===== config.mk =====
export PLATFORM = sky130hd
export DESIGN_NAME = energy_bin_sorter
export DESIGN_NICKNAME = d
export VERILOG_FILES = /design/src/rtl/energy_bin_sorter.sv
export SDC_FILE = /design/constraint.sdc
export NUM_CORES = 1
export LEC_CHECK = 0
export BUFFER_PORTS_ARGS = -buffer_cell sky130_fd_sc_hd__buf_4
export CELL_PAD_IN_SITES_DETAIL_PLACEMENT = 0
export CELL_PAD_IN_SITES_GLOBAL_PLACEMENT = 1
export CORE_MARGIN = 2
export CORE_UTILIZATION = 50
export DETAILED_ROUTE_END_ITERATION = 6
export PLACE_DENSITY = 0.95
export SYNTH_ARGS = -nofsm -noshare
export SYNTH_HDL_FRONTEND = slang
export SYNTH_SLANG_ARGS = --single-unit

===== constraint.sdc =====
create_clock -name clk -period 4.5 [get_ports clk]
set_clock_uncertainty 0.1 [all_clocks]
set_input_delay 0.45 -clock clk [delete_from_list [all_inputs] [get_ports clk]]
set_output_delay 0.45 -clock clk [all_outputs]
set_load 0.01 [all_outputs]

===== src/rtl/energy_bin_sorter.sv =====
module energy_bin_sorter #(
  parameter int NBIN = 8,
  parameter int CW   = 8,
  parameter int NW   = 8,
  parameter logic [CW-1:0] TAPS = 8'hB8
) (
  input  logic                 clk,
  input  logic                 rst_n,
  input  logic [NBIN-1:0]      cmp_in,
  input  logic [NW-1:0]        n1_cfg,
  input  logic [NW-1:0]        n2_cfg,
  input  logic [NW-1:0]        nfr_cfg,
  input  logic                 snap,
  output logic                 filt_rst,
  output logic [NBIN*CW-1:0]   held_cnt,
  output logic                 held_ovf,
  output logic                 held_therm
);
  localparam int AW = NW + 2;
  localparam int HW = (NBIN > 1) ? $clog2(NBIN) : 1;
  localparam logic [CW-1:0] ONES = '1;

  typedef enum logic [1:0] {IDLE, ARM, HOLD} st_t;

  st_t             st;
  logic [NBIN-1:0] cmp_s, cap, dv, bump, wrap;
  logic [AW-1:0]   age;
  logic [HW-1:0]   hi;
  logic            ovf_flag, therm_flag;

  // falling-edge comparator sampling
  always_ff @(negedge clk or negedge rst_n)
    if (!rst_n) cmp_s <= '0;
    else        cmp_s <= cmp_in;

  wire [AW-1:0] age_nx    = age + 1'b1;
  assign        dv        = cap | cmp_s;
  wire          decide    = (st == ARM) && (age_nx >= AW'(n1_cfg));
  wire          fr_done   = age_nx >= AW'(nfr_cfg);
  wire          hold_done = (age_nx >= AW'(n1_cfg) + AW'(n2_cfg)) && fr_done;
  wire          therm_bad = |(dv & (dv + 1'b1));

  always_comb begin
    hi = '0;
    for (int i = 0; i < NBIN; i++)
      if (dv[i]) hi = HW'(i);
  end

  always_ff @(posedge clk or negedge rst_n)
    if (!rst_n) begin
      st       <= IDLE;
      age      <= '0;
      cap      <= '0;
      filt_rst <= 1'b0;
    end else begin
      case (st)
        IDLE: if (cmp_s[0]) begin
          st  <= ARM;
          age <= '0;
          cap <= cmp_s;
        end
        ARM: begin
          age <= age_nx;
          if (decide) begin
            cap      <= '0;
            st       <= HOLD;
            filt_rst <= 1'b1;
          end else cap <= dv;
        end
        default: begin
          age <= age_nx;
          if (fr_done)   filt_rst <= 1'b0;
          if (hold_done) st <= IDLE;
        end
      endcase
    end

  for (genvar g = 0; g < NBIN; g++) begin : g_bin
    logic [CW-1:0] c_q, h_q;
    wire  [CW-1:0] c_nx  = {c_q[CW-2:0], ^(c_q & TAPS)};
    wire  [CW-1:0] c_rst = {ONES[CW-2:0], ^(ONES & TAPS)};
    assign bump[g] = decide && (hi == HW'(g));
    assign wrap[g] = bump[g] && !snap && (c_nx == ONES);
    assign held_cnt[g*CW +: CW] = h_q;

    always_ff @(posedge clk or negedge rst_n)
      if (!rst_n) begin
        c_q <= ONES;
        h_q <= ONES;
      end else if (snap) begin
        h_q <= c_q;
        c_q <= bump[g] ? c_rst : ONES;
      end else if (bump[g]) c_q <= c_nx;

    a_r4_code_nonzero: assert property (@(posedge clk) disable iff (!rst_n) c_q != '0);
  end

  always_ff @(posedge clk or negedge rst_n)
    if (!rst_n) begin
      ovf_flag   <= 1'b0;
      therm_flag <= 1'b0;
      held_ovf   <= 1'b0;
      held_therm <= 1'b0;
    end else if (snap) begin
      held_ovf   <= ovf_flag;
      held_therm <= therm_flag;
      ovf_flag   <= 1'b0;
      therm_flag <= decide && therm_bad;
    end else begin
      ovf_flag   <= ovf_flag | (|wrap);
      therm_flag <= therm_flag | (decide && therm_bad);
    end

  a_r2_idle_quiet:      assert property (@(posedge clk) disable iff (!rst_n)
                          st == IDLE |-> !filt_rst && cap == '0);
  a_r3_bump_needs_cap0: assert property (@(posedge clk) disable iff (!rst_n)
                          |bump |-> cap[0]);
  a_r5_hold_cleared:    assert property (@(posedge clk) disable iff (!rst_n)
                          st == HOLD |-> cap == '0);
  a_r6_rise_in_hold:    assert property (@(posedge clk) disable iff (!rst_n)
                          $rose(filt_rst) |-> st == HOLD);
  a_r7_ovf_sticky:      assert property (@(posedge clk) disable iff (!rst_n)
                          ovf_flag && !snap |=> ovf_flag);
  a_r9_snap_clears:     assert property (@(posedge clk) disable iff (!rst_n)
                          snap && !decide |=> !ovf_flag && !therm_flag);
endmodule


## Word level (Yosys, flattened, before mapping)

Index checks and enable logic that the tools add are counted.

| word-level totals | value |
|---|---|
| register bits | 161 |
| output and inout bits | 67 |
| bits of input ports | 35 |

| operators by class | value |
|---|---|
| bitwise gates (word level) | 5 |
| equal/unequal tests | 18 |
| reduce and logical (&&, ||, !) cells | 54 |
| mux-type cells | 45 |
| add/sub/neg operators | 3 |
| $lt $le $gt $ge | 3 |

Operators by type and width:

| operator | number |
|---|---|
| 2-to-1 mux 8 bit | 18 |
| equality test 8 bit, second input constant | 8 |
| parity 8 bit | 8 |
| logical AND 1 bit | 27 |
| >= comparator 10 x 8 -> 1 bit | 2 |
| 2-to-1 mux 10 bit | 2 |
| nonzero test 2 bit | 10 |
| case mux 8 bit (2 select lines) | 1 |
| OR reduction 8 bit | 2 |
| 2-to-1 mux 1 bit | 13 |
| equality test 3 bit, second input constant | 4 |
| 2-to-1 mux 3 bit | 4 |
| adder 10 x 1 -> 10 bit, second input constant | 1 |
| >= comparator 10 x 9 -> 1 bit | 1 |
| 2-to-1 mux 2 bit | 5 |
| adder 8 x 8 -> 9 bit | 1 |
| adder 8 x 1 -> 8 bit, second input constant | 1 |
| bitwise AND 8 bit | 1 |
| bitwise OR 8 bit | 1 |
| equality test 3 x 2 -> 1 bit, second input constant | 2 |
| AND reduction 3 bit | 2 |
| != test 2 bit, second input constant | 2 |
| case mux 2 bit (2 select lines) | 1 |
| equality test 3 x 1 -> 1 bit, second input constant | 1 |
| other kinds (9) | 10 |

## Logic depth before layout (Yosys ltp)

| depth | value |
|---|---|
| word-level depth | 15 |
| mapped depth | 14 |
| mapped depth without buffers | 13 |

==> run metrics <==
CTS clk-pin slew, worst paths=around 0.060 ns; worst-margin pin slew=1.01 ns; Reg2Reg Setup Slack=~0.11 ns; sequential area share after synthesis=between 50% and 60%; Reg-to-Reg End=ovf_flag; Post-Layout Cell Count=1030; fin nets=871; IO Port Bufs=101; hold slack=0.398 ns; Die Y=131 um; drt total wl=17.7 mm; Setup-failing EPs final=0; Cell Area, Synth=8100 um^2; share of synthesized area spent on multiplexers=15.9%; CTS Buf Count=17; post-CTS repair timing setup buffer count=0; clk_lat worst skew=0.43 ns; M2 GR Usage=37.0%; Setup TNS Final=0 ns; R2R cell count=7; ANT cells=0; synthesized-area fraction occupied by adder cells=5.50%; R2R Path Start=cmp_s[7]; syn nets=760; maxcap violations=0; DPL Wire Length=12.7 mm; Syn Area/Cell=11.7 um^2; gr usage total=21.6%; fraction of registers with async set/reset=100%; Area Overhead vs Synth=20.3%; critical path type=reg -> reg; Yosys reg bits=161; compound-cell area share of the yosys netlist=7.71%; CTS tree=done; Tot Pwr=4.20 mW; Slew Viols, Final=0; outcome=finished clean; unrepaired setup endpoints after global routing=no; CP Launch Type=flop; vias in the first global route=5990; Rows=46; LEAKAGE=3.90 nW; Via density=5.46; Die Wd=about 130 um; Cells after Synth=690; max_slew headroom=32.7%; Worst Path Required=4.72 ns; first-pass GRT wire length=30.3 mm; vias=~5600; clock sink total=~160; post-layout util=around three fifths; drt drc=0; routed length per placed instance=17.2 um; crit path max fanout=5; top_reg_cell synth=dfstp_2; routing usage on met3=5.09%; Synth cell types=a little over 60; clock root cell=clkbuf_16; Starting Density=51.0%; Fill cells=1260; IO Count=just over 100; clock buffer depth=2; fraction of layout cells with a size suffix above 1=44.3%; Hold Path Class=in -> async; grt ovf=0; Peak VDD IR=around 0.24 mV; Detail Route Antenna Nets=0; initial antenna violation count=0; H-tree level count=4; Pre-Repair DR Iteration Count=4; power per standard cell area=roughly 430 nW/um^2; 1st-iter DRT viols=328; Post-synth EDFFs=0; placeable core area=15900 um^2; met1 GRT Util=27.5%; xor and xnor area share after synthesis=between 4 and 5%; CP endpoint kind=flop; Hold Violations, Final=0; Syn. warnings=0; main combinational cell family by area after synthesis=multiplexers; DIE AREA=17200 um^2; GP Congestion=0.900; DP Cell Count=997; Arr. time, crit path=4.61 ns; largest net degree at the start of global routing=88; critical path startpoint=cmp_s[7]; Setup crit end=ovf_flag; GR peak layer=met2; post-synthesis simple-gate area fraction=12.6%
metal layers:
layer  part of all wire (%)  vias up
met4                    1.1        0
met3                    4.6       21
met5                      0        -
li1                       -     2682
met2                     51      132
met1                     43     2789
power by group:
group / switching [mW] / internal (mW) / leakage [nW] / total [mW]
registers: 0.162 / 1.58 / 1.75 / 1.74
logic: 0.593 / 0.429 / 1.85 / 1.02
clock network: 0.571 / 0.865 / 0.296 / 1.44
critical path: stages (launching register included):
cell       delay [ns]
dfrtn_1          0.39
nor4_2           0.38
buf_4            0.20
nand2b_1         0.11
or3_1            0.42
o31ai_1          0.10
o2bb2ai_1        0.13
a221oi_2         0.24
stage by stage:
stage | instance area, um^2 | setup slack (ns)
global placement | 9140 | 0.264
floorplan | 8100 | 0.153
CTS | 9740 | 0.142
detailed placement | 9140 | 0.134
finish | 9750 | 0.110
global route | 9750 | 0.0433
placed cells by master, fill, tap and decap left out, drive strengths merged, types with 4 or more instances in the layout:
cell type,synthesis,layout
mux2i,53,53
nand4b,4,4
mux2,67,67
dfrtp,25,25
xor2,13,13
nand3,10,10
o21ai,17,17
nand2b,7,7
ha,34,34
nand4,12,12
nor3,20,20
buf,3,116
dfrtn,8,8
nand2,24,24
a21o,5,5
dfstp,128,128
clkbuf,22,25
inv,23,24
xnor2,26,26
clkinv,0,4
a211oi,5,5
o31ai,7,7
nor2,97,97
nor4,11,11
o22a,7,7
a21oi,25,25
sequential cells by signal, summed over array words and instances, names as in the netlist:
signal and flops:
therm_flag 1, cmp_s 8, ovf_flag 1, g_bin.h_q 64, held_ovf 1, filt_rst 1, g_bin.c_q 64, held_therm 1
st 2, age 10, cap 8
synthesized netlist by cell type, types with 7 or more instances:
cell      instances  area (um^2)
nand2_1          23         86.3
nor3_1           19         95.1
dfrtn_1           8          200
mux2i_1          53          531
dfrtp_1          25          626
a21oi_1          25          125
dfstp_2         128         3360
mux2_2           66          743
clkbuf_1         22         82.6
inv_1            22         82.6
o21ai_0          17         85.1
xor2_1           13          114
xnor2_1          26          228
ha_1             34          425
o31ai_1           7         52.6
nand3_1           8         40.0
nor2_1           96          360
nand2b_1          7         43.8
o22a_1            7         61.3
nand4_1          11         68.8
cell type report:
cell class	count	area [um^2]	share of cell area [%]
clock buffer	25	526	5.39
clock inverter	7	71.3	0.731
inverter	23	86.3	0.885
multi-input combinational	481	3720	38.2
sequential	161	4190	43.0
tap	216	270	2.77
timing repair buffer	117	885	9.07
worst min-delay path by stage:
stage                     start     end  slack, ns  cells past startpoint
after floorplan           rst_n  age[0]       0.05                      0
after global placement    rst_n  cap[5]       0.23                      1
after detailed placement  rst_n  cap[5]       0.24                      1
after CTS                 rst_n  cap[5]       0.39                      2
after global routing      rst_n  cap[2]       0.41                      2
final                     rst_n  cap[5]       0.40                      2
cells by family (layout without fill, tap and decap cells):
group	after synthesis	in the layout
AOI/OAI and AO/OA	92	92
adders and majority gates	35	35
and+or+nand+nor	195	195
xor gates and xnor gates	39	39
muxes	120	120
buffers and inverters	48	172
DFF	161	161
repair_timing:
item                                   4_1_cts  5_1_grt
hold buffers                                 1        0
endpoints found under the hold margin       18        0
setup endpoints to repair                    0        1
gates resized for setup                      0        1
No activity file was read; power rests on OpenSTA's default activity.
